`config.mk`:
```
export PLATFORM = sky130hd
export DESIGN_NAME = pwrseq_top
export DESIGN_NICKNAME = d
export VERILOG_FILES = /design/src/rtl/pwrseq_pkg.sv /design/src/rtl/pwrseq_regs.sv /design/src/rtl/pwrseq_frame_tick.sv /design/src/rtl/pwrseq_fsm.sv /design/src/rtl/pwrseq_top.sv
export SDC_FILE = /design/constraint.sdc
export NUM_CORES = 1
export LEC_CHECK = 0
export BUFFER_PORTS_ARGS = -buffer_cell sky130_fd_sc_hd__buf_2
export CAP_MARGIN = 20
export CORE_MARGIN = 5
export CORE_UTILIZATION = 52
export DETAILED_ROUTE_END_ITERATION = 8
export PLACE_DENSITY = 0.78
export SETUP_SLACK_MARGIN = 0.5
export SYNTH_ARGS = -nofsm -noshare
export SYNTH_HDL_FRONTEND = slang
export SYNTH_SLANG_ARGS = --single-unit
```
`constraint.sdc`:
```
create_clock -name clk -period 1.85 [get_ports clk]
set_input_delay 0.185 -clock clk [delete_from_list [all_inputs] [get_ports clk]]
set_output_delay 0.185 -clock clk [all_outputs]
set_load 0.03 [all_outputs]
```
`src/rtl/pwrseq_pkg.sv`:
```
package pwrseq_pkg;
   typedef enum logic [1:0] {
      ST_RESET = 2'd0,
      ST_PDOWN = 2'd1,
      ST_PWRUP = 2'd2,
      ST_RUN   = 2'd3
   } pseq_state_e;

   localparam int NUM_STATES = 4;
   localparam int REG_CTRL   = 0;
   localparam int REG_MODE   = 1;
   localparam int REG_LP     = 2;
   localparam int NUM_REGS   = 3;
endpackage

```
`src/rtl/pwrseq_regs.sv`:
```
module pwrseq_regs
   import pwrseq_pkg::*;
#(
   parameter int DATA_W = 8,
   parameter int ADDR_W = 2,
   parameter int PD_BIT = 0
) (
   input  logic              clk,
   input  logic              rst_n,
   input  logic              hold_rst,
   input  logic              wr_en,
   input  logic [ADDR_W-1:0] addr,
   input  logic [DATA_W-1:0] wdata,
   output logic [DATA_W-1:0] rdata,
   output logic [DATA_W-1:0] mode_q,
   output logic [DATA_W-1:0] lp_q,
   output logic              pd_q,
   output logic              pd_nxt,
   output logic              mode_wr
);
   localparam logic [DATA_W-1:0] PD_MASK = DATA_W'(1) << PD_BIT;

   logic [DATA_W-1:0] regs_q [NUM_REGS];
   logic [NUM_REGS-1:0] wsel;

   genvar gi;
   generate
      for (gi = 0; gi < NUM_REGS; gi++) begin : g_reg
         localparam logic [DATA_W-1:0] RST_VAL = (gi == REG_CTRL) ? PD_MASK : '0;
         assign wsel[gi] = wr_en && !hold_rst && (addr == ADDR_W'(gi));
         always_ff @(posedge clk or negedge rst_n) begin
            if (!rst_n) begin
               regs_q[gi] <= RST_VAL;
            end else if (hold_rst) begin
               regs_q[gi] <= RST_VAL;
            end else if (wsel[gi]) begin
               regs_q[gi] <= wdata;
            end
         end
      end
   endgenerate

   always_comb begin
      rdata = '0;
      for (int i = 0; i < NUM_REGS; i++) begin
         if (addr == ADDR_W'(i)) rdata = regs_q[i];
      end
   end

   assign mode_q  = regs_q[REG_MODE];
   assign lp_q    = regs_q[REG_LP];
   assign pd_q    = regs_q[REG_CTRL][PD_BIT];
   assign mode_wr = wsel[REG_MODE];

   always_comb begin
      if (hold_rst)            pd_nxt = 1'b1;
      else if (wsel[REG_CTRL]) pd_nxt = wdata[PD_BIT];
      else                     pd_nxt = pd_q;
   end
endmodule

```
`src/rtl/pwrseq_frame_tick.sv`:
```
module pwrseq_frame_tick #(
   parameter int SYNC_STAGES = 2,
   parameter bit RISE_EDGE   = 1'b1
) (
   input  logic clk,
   input  logic rst_n,
   input  logic frame_in,
   output logic tick
);
   logic [SYNC_STAGES-1:0] sync_q;
   logic                   prev_q;
   logic                   cur;

   always_ff @(posedge clk or negedge rst_n) begin
      if (!rst_n) begin
         sync_q <= '0;
         prev_q <= 1'b0;
      end else begin
         sync_q <= {sync_q[SYNC_STAGES-2:0], frame_in};
         prev_q <= sync_q[SYNC_STAGES-1];
      end
   end

   assign cur = sync_q[SYNC_STAGES-1];

   generate
      if (RISE_EDGE) begin : g_rise
         assign tick = cur & ~prev_q;
      end else begin : g_fall
         assign tick = ~cur & prev_q;
      end
   endgenerate
endmodule

```
`src/rtl/pwrseq_fsm.sv`:
```
module pwrseq_fsm
   import pwrseq_pkg::*;
#(
   parameter int WAIT_FRAMES = 4
) (
   input  logic        clk,
   input  logic        rst_n,
   input  logic        clks_ok,
   input  logic        pd_nxt,
   input  logic        tick,
   output pseq_state_e state,
   output logic        start_pu
);
   localparam int CNT_W = $clog2(WAIT_FRAMES + 1);
   localparam logic [CNT_W-1:0] LAST = CNT_W'(WAIT_FRAMES - 1);

   pseq_state_e state_q, state_d;
   logic [CNT_W-1:0] cnt_q;

   always_comb begin
      state_d = state_q;
      unique case (state_q)
         ST_RESET: state_d = ST_PDOWN;
         ST_PDOWN: if (!pd_nxt) state_d = ST_PWRUP;
         ST_PWRUP: begin
            if (pd_nxt)                     state_d = ST_PDOWN;
            else if (tick && cnt_q == LAST) state_d = ST_RUN;
         end
         ST_RUN:   if (pd_nxt) state_d = ST_PDOWN;
         default:  state_d = ST_RESET;
      endcase
      if (!clks_ok) state_d = ST_RESET;
   end

   always_ff @(posedge clk or negedge rst_n) begin
      if (!rst_n) begin
         state_q <= ST_RESET;
         cnt_q   <= '0;
      end else begin
         state_q <= state_d;
         if (state_q != ST_PWRUP) cnt_q <= '0;
         else if (tick)           cnt_q <= cnt_q + CNT_W'(1);
      end
   end

   assign state    = state_q;
   assign start_pu = (state_q == ST_PDOWN) && (state_d == ST_PWRUP);
endmodule

```
`src/rtl/pwrseq_top.sv`:
```
module pwrseq_top
   import pwrseq_pkg::*;
#(
   parameter int DATA_W      = 8,
   parameter int ADDR_W      = 2,
   parameter int NUM_CLK     = 3,
   parameter int WAIT_FRAMES = 4,
   parameter int SYNC_STAGES = 2,
   parameter int PD_BIT      = 0,
   parameter bit FRAME_RISE  = 1'b1
) (
   input  logic                  clk,
   input  logic                  rst_n,
   input  logic [NUM_CLK-1:0]    clk_ok,
   input  logic                  frame_clk,
   input  logic                  wr_en,
   input  logic [ADDR_W-1:0]     addr,
   input  logic [DATA_W-1:0]     wdata,
   output logic [DATA_W-1:0]     rdata,
   output logic                  pdn_flag,
   output logic                  lowpwr_en,
   output logic [DATA_W-1:0]     lp_level,
   output logic                  running,
   output logic [DATA_W-1:0]     mode_active,
   output logic                  mode_chg,
   output logic [NUM_STATES-1:0] state_oh
);
   initial begin : g_param_chk
      assert (DATA_W > PD_BIT) else $error("PD_BIT outside DATA_W");
      assert ((1 << ADDR_W) >= NUM_REGS) else $error("ADDR_W too small");
      assert (WAIT_FRAMES >= 1) else $error("WAIT_FRAMES must be at least 1");
      assert (SYNC_STAGES >= 2) else $error("SYNC_STAGES must be at least 2");
      assert (NUM_CLK >= 1) else $error("NUM_CLK must be at least 1");
   end

   logic              clks_ok;
   logic              hold_rst;
   logic [DATA_W-1:0] mode_q, lp_q;
   logic              pd_q, pd_nxt, mode_wr;
   logic              tick, start_pu;
   pseq_state_e       state;

   assign clks_ok  = &clk_ok;
   assign hold_rst = !clks_ok;

   pwrseq_regs #(.DATA_W(DATA_W), .ADDR_W(ADDR_W), .PD_BIT(PD_BIT)) u_regs (
      .clk(clk), .rst_n(rst_n), .hold_rst(hold_rst), .wr_en(wr_en),
      .addr(addr), .wdata(wdata), .rdata(rdata), .mode_q(mode_q),
      .lp_q(lp_q), .pd_q(pd_q), .pd_nxt(pd_nxt), .mode_wr(mode_wr)
   );

   pwrseq_frame_tick #(.SYNC_STAGES(SYNC_STAGES), .RISE_EDGE(FRAME_RISE)) u_tick (
      .clk(clk), .rst_n(rst_n), .frame_in(frame_clk), .tick(tick)
   );

   pwrseq_fsm #(.WAIT_FRAMES(WAIT_FRAMES)) u_fsm (
      .clk(clk), .rst_n(rst_n), .clks_ok(clks_ok), .pd_nxt(pd_nxt),
      .tick(tick), .state(state), .start_pu(start_pu)
   );

   always_ff @(posedge clk or negedge rst_n) begin
      if (!rst_n) begin
         mode_active <= '0;
         mode_chg    <= 1'b0;
      end else if (hold_rst) begin
         mode_active <= '0;
         mode_chg    <= 1'b0;
      end else if (start_pu) begin
         mode_active <= mode_q;
         mode_chg    <= 1'b0;
      end else if (mode_wr && (state == ST_PWRUP || state == ST_RUN)) begin
         mode_chg    <= 1'b1;
      end
   end

   genvar gs;
   generate
      for (gs = 0; gs < NUM_STATES; gs++) begin : g_oh
         assign state_oh[gs] = (state == pseq_state_e'(gs));
      end
   endgenerate

   assign pdn_flag  = pd_q;
   assign running   = (state == ST_RUN);
   assign lowpwr_en = !running;
   assign lp_level  = lowpwr_en ? lp_q : '0;
endmodule

```
======== After elaboration in Yosys (flattened, before gate mapping) ========
Index checks and enable logic that the tools add are counted.
operators by class
  muxes and demuxes ....................... 25
  magnitude comparators ................... 0
  eq/ne operators ......................... 13
  div/mod/pow operators ................... 0
  $mul .................................... 0
  shift operators ......................... 0
  bitwise logic cells ..................... 2
  reduce and logical (&&, ||, !) cells .... 13
  $add $sub $neg .......................... 1
operator list
  operator                                                               count
  8-bit 2-to-1 mux                                                       12
  2-bit 2-to-1 mux                                                       5
  2-bit inequality test, second input constant                           5
  2-bit equality test, second input constant                             4
  2-bit one-hot mux with 4 select lines                                  1
  1-bit logical AND                                                      7
  3-bit 2-to-1 mux                                                       2
  1-bit 2-to-1 mux                                                       5
  2-bit by 1-bit equality test with 1-bit output, second input constant  2
  2-bit logical NOT                                                      2
  3-bit by 1-bit adder with 3-bit output, second input constant          1
  3-bit by 2-bit equality test with 1-bit output, second input constant  1
  3-bit inequality test, second input constant                           1
  3-bit AND reduction                                                    1
  2-bit nonzero test                                                     1
  1-bit AND                                                              1
  1-bit logical NOT                                                      1
  1-bit logical OR                                                       1
  1-bit inverter                                                         1
word-level totals
  input port bits ......................... 17
  output and inout bits ................... 32
  RAM bits ................................ 0
  register bits ........................... 41
  memory bits (read-only) ................. 0
  memories ................................ 0
  bits in latches ......................... 0
  logic and storage cells ................. 63

======== Longest topological paths before layout ========
Gate-level depths: netlist (run 1).
  depth in word-level cells ............... 12
  depth in mapped cells ................... 5
  depth with buffers taken out ............ 5

======== Cells and area by module ========
From an unflattened synthesis (run 1), not the netlist that was laid out.
unflattened totals
  cells, all modules ...................... 203
  area, all modules ....................... 2223.4 um2
modules (own cells, without submodules)
  module             seq. area each (um2)  area each (um2)  instances  cells an instance
  pwrseq_regs        601.8                 1432.6           1          130
  pwrseq_top         225.2                 455.4            1          45
  pwrseq_fsm         125.1                 246.5            1          24
  pwrseq_frame_tick  75.1                  88.8             1          4

======== Worst setup path before layout (run 1) ========
Ideal clock, no wire load.
  path kind ............................... input -> output
  start point ............................. input addr[0]
  end point ............................... output rdata[0]
  path buffers ............................ 1
  required time ........................... 1.665 ns
  data arrival time ....................... 1.430 ns
  stages .................................. 3
  setup slack ............................. 0.235 ns
  cell sequence ........................... buf_1 > mux2i_1 > o21ai_0
on the way
  word-level cells in the longest chain between the ends .. 4
  elaborated cells on any way between the ends .. 6
  those cells by class .................... eq/ne (2); mux (3); reduce/logical (1)
ends and longest elaborated chain
  what                            line               RTL
  start, declared                 pwrseq_top.sv:17   input logic [ADDR_W-1:0] addr,
  2-bit logical NOT               pwrseq_regs.sv:46  if (addr == ADDR_W'(i)) rdata = regs_q[i];
  8-bit 2-to-1 mux (2 in series)  pwrseq_regs.sv:46
  8-bit 2-to-1 mux (*)            pwrseq_regs.sv:46
  end, declared                   pwrseq_top.sv:19   output logic [DATA_W-1:0] rdata,
Every way passes the cells marked *; elsewhere a longest branch is shown, timed or not.

======== Worst setup path after layout (run 1) ========
  start point ............................. register u_fsm.state_q[0] (netlist: u_fsm.state[0])
  end point ............................... register mode_chg
on the way
  word-level cells in the longest chain between the ends .. 8
  elaborated cells on any way between the ends .. 17
  those cells by class .................... eq/ne (5); mux (8); reduce/logical (4)
ends and longest elaborated chain
  what                                   line              RTL
  start, declared                        pwrseq_fsm.sv:17  pseq_state_e state_q, state_d;
  start signal, assigned                 pwrseq_fsm.sv:40  state_q <= state_d;
  2-bit 2-to-1 mux                       pwrseq_fsm.sv:27  else if (tick && cnt_q == LAST) state_d = ST_RUN;
  2-bit 2-to-1 mux                       pwrseq_fsm.sv:26  if (pd_nxt) state_d = ST_PDOWN;
  2-bit one-hot mux with 4 select lines  pwrseq_fsm.sv:22  unique case (state_q)
  2-bit 2-to-1 mux                       pwrseq_fsm.sv:32  if (!clks_ok) state_d = ST_RESET;
  2-bit equality test                    pwrseq_fsm.sv:47  assign start_pu = (state_q == ST_PDOWN) && (state_d == ST_PWRUP);
  1-bit logical AND                      pwrseq_fsm.sv:47
  1-bit 2-to-1 mux                       pwrseq_top.sv:68  end else if (start_pu) begin
  1-bit 2-to-1 mux                       pwrseq_top.sv:65  end else if (hold_rst) begin
  end signal, assigned                   pwrseq_top.sv:64  mode_chg <= 1'b0;
  end signal, assigned                   pwrseq_top.sv:67  mode_chg <= 1'b0;
  end signal, assigned                   pwrseq_top.sv:70  mode_chg <= 1'b0;
  end, declared                          pwrseq_top.sv:25  output logic mode_chg,
Parallel ways exist; a longest one is shown, timed or not.
A chain may end at the register's enable or synchronous reset.

==> metrics.txt, run 1 <==
clk_skew=2.20 ps; Synth warnings=0; vias in the first global route=between 1500 and 2000; total power=1.81 mW; Final Hold Vio Count=0; Main synth FF type=dfrtp_1; FF+latch area=1030 um^2; final antenna-violating net count=0; fin worst setup slack=around 420 ps; multi-input logic area=966 um^2; fillers=roughly 270; TritonCTS clock tree=yes; CP Capture Type=flip-flop; post-DR vias/cell=5.28; mean routed wirelength per cell=approximately 15 um; antenna violations before repair=0; I/O pin count=49; arrival time at the worst endpoint=1620 ps; Setup TNS=0 ps; Pint=1.41 mW; Placed Area=2320 um^2; area of the core=3690 um^2; Crit-path slowest cell=dfrtp_2; Syn Inst Count=195; Hold Path Class=in -> reg; clock latency on the worst-skew pair=290 ps; first-pass GRT wire length=7560 um; Final HPWL DP=3060 um; Mapped Area=1990 um^2; Routed met2 length=around 2400 um; Pleak=1.40 nW; Synth async-reset ratio=100%; vias=1627; syn avg cell area=slightly above 10 um^2; Starting Density=between 50% and 60%; Flop pwr share=around half; critical path fanouts, max=5; Synthesized Nets=214; post-synthesis sequential area ratio=between 50% and 60%; row cnt=22; R2R Setup Slk=420 ps; H-tree level count=2; status=finished, final reports clean; Sw Ratio=22.4%; DRC violations left=0; die width=71.8 um; RSZ-0062 raised after global routing=true; EDFF count, synth=0; Total Routing Usage GR=about a fifth; Bufs on Longest Clock Path=2; setup violators final=0; TritonRoute pass-1 iters=4; number of clock sinks=41; Max Fclk=0.699 GHz; largest net degree at the start of global routing=36; switching power=0.405 mW; clock share of power=approximately two fifths; most common cell after layout, fill and taps aside=dfrtp_1; Routed WL=approximately 4700 um; pre-CTS setup slack=174 ps; die footprint=a little over 5000 um^2; cts bufs inserted=5; relative slew slack=63.0%; combinational power share=8.8%; Peak VDD IR=approximately 0.52 mV; CP Class=reg -> reg; share of cells above drive strength 1=42.7%; diodes inserted=0; Tmin final=1430 ps; Worst-Margin Slew=548 ps; met3 WL=279 um; port buffer count=48; max layer used=met4; Synth Register Bits=41; root buffer cell=clkbuf_8; GP Congestion=approximately 0.78; CP max stage delay=between 400 and 500 ps; maxcap violations=0; Distinct cells, synth=30; post-route met1 wirelength=1950 um; grt ovf=0; most frequent cells in the layout=dfrtp_1 (38), mux2i_1 (26), buf_2 (26); synthesis-to-layout area growth=36.6%; die height=71.8 um; critical path, cell by cell=buf_6 -> nand2b_4 -> a2111o_2 -> and3_4; Pins Over Slew Limit=0; Layout Nets=278; clock slew at reported path FFs=about 80 ps; CP required=2040 ps; Iter 0 DRT Violations=just over 100; Startpoint Class=flip-flop; Final Cell Area=approximately 2700 um^2; P per Cell Area=667 nW/um^2; Final period util=77.3%
## sequential cells by signal, indices dropped and copies added, names as in the netlist
register	cells
mode_active	8
mode_chg	1
u_fsm.cnt_q	3
u_fsm.state	2
u_regs.lp_q	8
u_regs.mode_q	8
u_regs.pd_q	1
u_regs.regs_q	7
u_tick.prev_q	1
u_tick.sync_q	2
## through the flow
stage	instances	hold slack [ps]	utilization [%]
2_1_floorplan	195	-111	-
3_3_place_gp	288	21.4	63.0
3_5_place_dp	288	20.5	63.0
4_1_cts	303	145	70.2
5_1_grt	308	160	73.6
6_report	308	161	73.6
## Yosys cell counts (all sizes together) (3+ instances only)
cell type | number | share of area [%]
nor2 | 20 | 3.8
mux2i | 26 | 13
nand3 | 8 | 2.0
o21ai | 8 | 2.0
a21oi | 7 | 1.8
mux2 | 8 | 4.5
and3 | 3 | 0.94
nand2b | 3 | 0.94
nand2 | 25 | 4.7
dfrtp | 40 | 50
inv | 12 | 2.3
and2 | 8 | 2.5
clkbuf | 5 | 0.94
buf | 6 | 1.8
## worst max-delay path: cells and delay by family (launching register included)
family                 cells  cell delay, ps
and+or+nand+nor            2             270
buffers and inverters      1             130
DFF                        1             480
AOI/OAI and AO/OA          1             440
## timing repair
action / 4_1_cts / 5_1_grt
cloned: 1 / 1
buffers inserted: 4 / 4
gates resized for setup: 30 / 36
hold buffers: 2 / 0
endpoints found under the hold margin: 7 / 0
pin swaps: 2 / 12
endpoints found under the setup margin: 28 / 32
## cell families (layout without fill, tap and decap cells)
kind of cell	count (synthesis)	count (layout)	synth area share [%]
flip-flops	41	41	51.7
XOR/XNOR	1	1	0.441
buffers and inverters	23	86	5.03
AND/OR/NAND/NOR	74	75	17.9
multiplexers	34	34	17.6
AO/OA/AOI/OAI	20	21	6.04
adder cells (fa/ha/maj)	2	2	1.26
## layer usage
metal | global-route usage [%] | vias up
met5 | 0 | -
met4 | 6.05 | 0
met3 | 6.31 | 4
met2 | 31.1 | 53
met1 | 23.7 | 790
li1 | - | 780
## worst paths after layout
path                                  start          endpoint  cells past startpoint
max                          u_fsm.state[0]          mode_chg                      4
min                                wdata[2]    u_regs.lp_q[2]                      3
max reg2reg                  u_fsm.state[0]          mode_chg                      4
min reg2reg                u_tick.sync_q[0]  u_tick.sync_q[1]                      0
max in group asynchronous             rst_n       u_regs.pd_q                      3
min in group asynchronous             rst_n     u_tick.prev_q                      2
## cell type report
type                       count  share of cell area (%)
clock inverter                 2                    1.38
multi-input combinational    133                    35.6
inverter                      12                    1.66
clock buffer                   6                    3.04
tap                           48                    2.21
timing repair buffer          66                    18.2
sequential                    41                    37.9
## power groups by stage
stage,Sequential (mW),Clock (mW),Combinational [mW]
2_1_floorplan,0.925,0,0.0722
5_1_grt,0.911,0.796,0.175
4_1_cts,0.908,0.765,0.154
6_report,0.910,0.742,0.159
3_3_place_gp,0.925,0,0.139
3_5_place_dp,0.926,0,0.139
(Power assumes the default switching activity.)
==> run 2, diff against run 1 <==
- clock period: 1.85 -> 1.4 ns (I/O delays scaled with it)
==> run 2 against run 1 <==
- the run now ends with setup timing left
- non-clock buffer count rose by 42
- clock power is 5.9% higher
- core utilization rose by 19 points
- sequential share of layout area is 7.7 points lower
- worst hold slack got worse by 32 ps
- global-route usage rose by 5.7 points
- critical path depth shrank 1
- total power is 28% higher
- largest cell class is now multi-input gates
- flip-flop and latch count did not move
- clock skew is essentially flat
- die area is the same
==> metrics.txt, run 2 (synthesized netlist as in run 1, its figures left out) <==
status=finished with violations; failing checks=setup timing; antenna violations before repair=0 (unchanged); pre-CTS setup slack=-92.2 ps (-266 ps); fin worst setup slack=-54.8 ps (-475 ps); Total Routing Usage GR=24.7% (+5.7 points); GP Congestion=0.846 (+8.2%); DRC violations left=0 (unchanged); Bufs on Longest Clock Path=2 (unchanged); arrival time at the worst endpoint=1310 ps (-310 ps); TritonRoute pass-1 iters=4 (unchanged); clk_skew=2.63 ps (+0.429 ps); vias=1998 (+23%); root buffer cell=clkbuf_8; WHS=128 ps (-32.5 ps); CP Capture Type=output pin; Pleak=1.65 nW (+18%); Max Fclk=0.687 GHz; combinational power share=14.5% (+5.7 points); post-DR vias/cell=5.72 (+8.4%); Startpoint Class=flip-flop; number of clock sinks=41 (unchanged); share of cells above drive strength 1=57.5% (+15 points); Starting Density=53.9% (unchanged); TritonCTS clock tree=yes; cts bufs inserted=5 (unchanged); die width=71.8 um (unchanged); die height=71.8 um (unchanged); Peak VDD IR=0.772 mV (+47%); first-pass GRT wire length=9600 um (+27%); Routed WL=7380 um (+59%); die footprint=5160 um^2 (unchanged); I/O pin count=49 (unchanged); largest net degree at the start of global routing=22 (-39%); switching power=0.619 mW (+53%); mean routed wirelength per cell=21.2 um (+40%); Iter 0 DRT Violations=189 (+87%); critical path, cell by cell=mux2i_4 -> o21ai_2 -> buf_6; vias in the first global route=1892 (+14%); most common cell after layout, fill and taps aside=buf_6; Tmin final=1450 ps; P per Cell Area=682 nW/um^2 (+2.3%); Sw Ratio=26.6% (+4.2 points); Final period util=104%; CP required=1260 ps (-780 ps); Hold Path Class=in -> reg; Flop pwr share=51.7% (+1.5 points); setup violators final=1 (+1); RSZ-0062 raised after global routing=true; area of the core=3690 um^2 (unchanged); grt ovf=0 (unchanged); Crit-path slowest cell=dfstp_2; critical path fanouts, max=2 (-3); Layout Nets=319 (+15%); Pins Over Slew Limit=0 (unchanged); clock share of power=33.8% (-7.2 points); port buffer count=48 (unchanged); relative slew slack=76.3% (+13 points); most frequent cells in the layout=buf_6 (46), dfrtp_1 (39), buf_4 (36); H-tree level count=2 (unchanged); synthesis-to-layout area growth=71.5%; diodes inserted=0 (unchanged); Worst-Margin Slew=351 ps (-197 ps); final antenna-violating net count=0 (unchanged); Final HPWL DP=3490 um (+14%); maxcap violations=0 (unchanged); Final Hold Vio Count=0 (unchanged); Pint=1.71 mW (+21%); clock slew at reported path FFs=80 ps (about the same); CP Class=reg -> out; CP max stage delay=590 ps (+110 ps); clock latency on the worst-skew pair=300 ps (about the same); row cnt=22 (unchanged)
==> run 2: per-stage QoR <==
step	utilization, %	setup TNS (ps)	total power, mW	cells	area [um^2]
2_1_floorplan	-	-34.8	1.35	195	2210
3_3_place_gp	69.0	-677	1.44	299	2540
3_5_place_dp	69.0	-750	1.44	299	2540
4_1_cts	85.6	0	2.28	329	3160
5_1_grt	92.4	-334	2.40	349	3410
6_report	92.4	-54.8	2.33	349	3410
==> run 2: worst paths after layout <==
| path | from | end | slack, ps | cells after the start |
|---|---|---|---|---|
| max in group asynchronous | rst_n | u_regs.lp_q[7] | 660 | 3 |
| setup reg to reg | u_regs.pd_q | mode_active[1] | 10 | 4 |
| setup / recovery | u_regs.pd_q | rdata[0] | -50 | 3 |
| hold reg to reg | u_tick.sync_q[0] | u_tick.sync_q[1] | 380 | 0 |
| min in group asynchronous | rst_n | mode_active[4] | 330 | 2 |
| hold / removal | wdata[0] | u_regs.mode_q[0] | 130 | 2 |
==> run 2: layout make-up <==
class,instances,area (um^2)
clock buffers,6,72.6
clock inverters,2,15.0
fillers,119,279
inverters,12,53.8
multi-input cells,132,1120
flip-flops and latches,41,1030
well taps,48,60.1
repair buffers,108,1060
==> run 2: routing by layer <==
metal | share of wire, % | wire length (um) | track usage (%)
met5 | 0 | 0 | 0
met2 | 50 | 3720 | 40.8
met4 | 4.4 | 328 | 9.39
met1 | 38 | 2800 | 29.8
met3 | 7.2 | 535 | 8.42
==> run 2: critical path: cells and delay by family (launching register included) <==
kind | cells | cell delay [ps]
buffers and inverters | 1 | 150
AO/OA/AOI/OAI | 1 | 170
flip-flops | 1 | 590
multiplexers | 1 | 100
==> run 2: power by group through the flow <==
stage	logic, mW	clock network, mW	registers, mW
5_1_grt	0.353	0.844	1.20
3_5_place_dp	0.220	0	1.22
4_1_cts	0.293	0.786	1.20
2_1_floorplan	0.122	0	1.22
3_3_place_gp	0.217	0	1.22
6_report	0.337	0.786	1.20
==> run 2: timing repair <==
action	in CTS	in global routing
hold buffers	2	0
pin swaps	27	15
endpoints found under the hold margin	20	0
buffers inserted	18	20
resized for setup	93	31
cloned	2	0
endpoints found under the setup margin	66	91
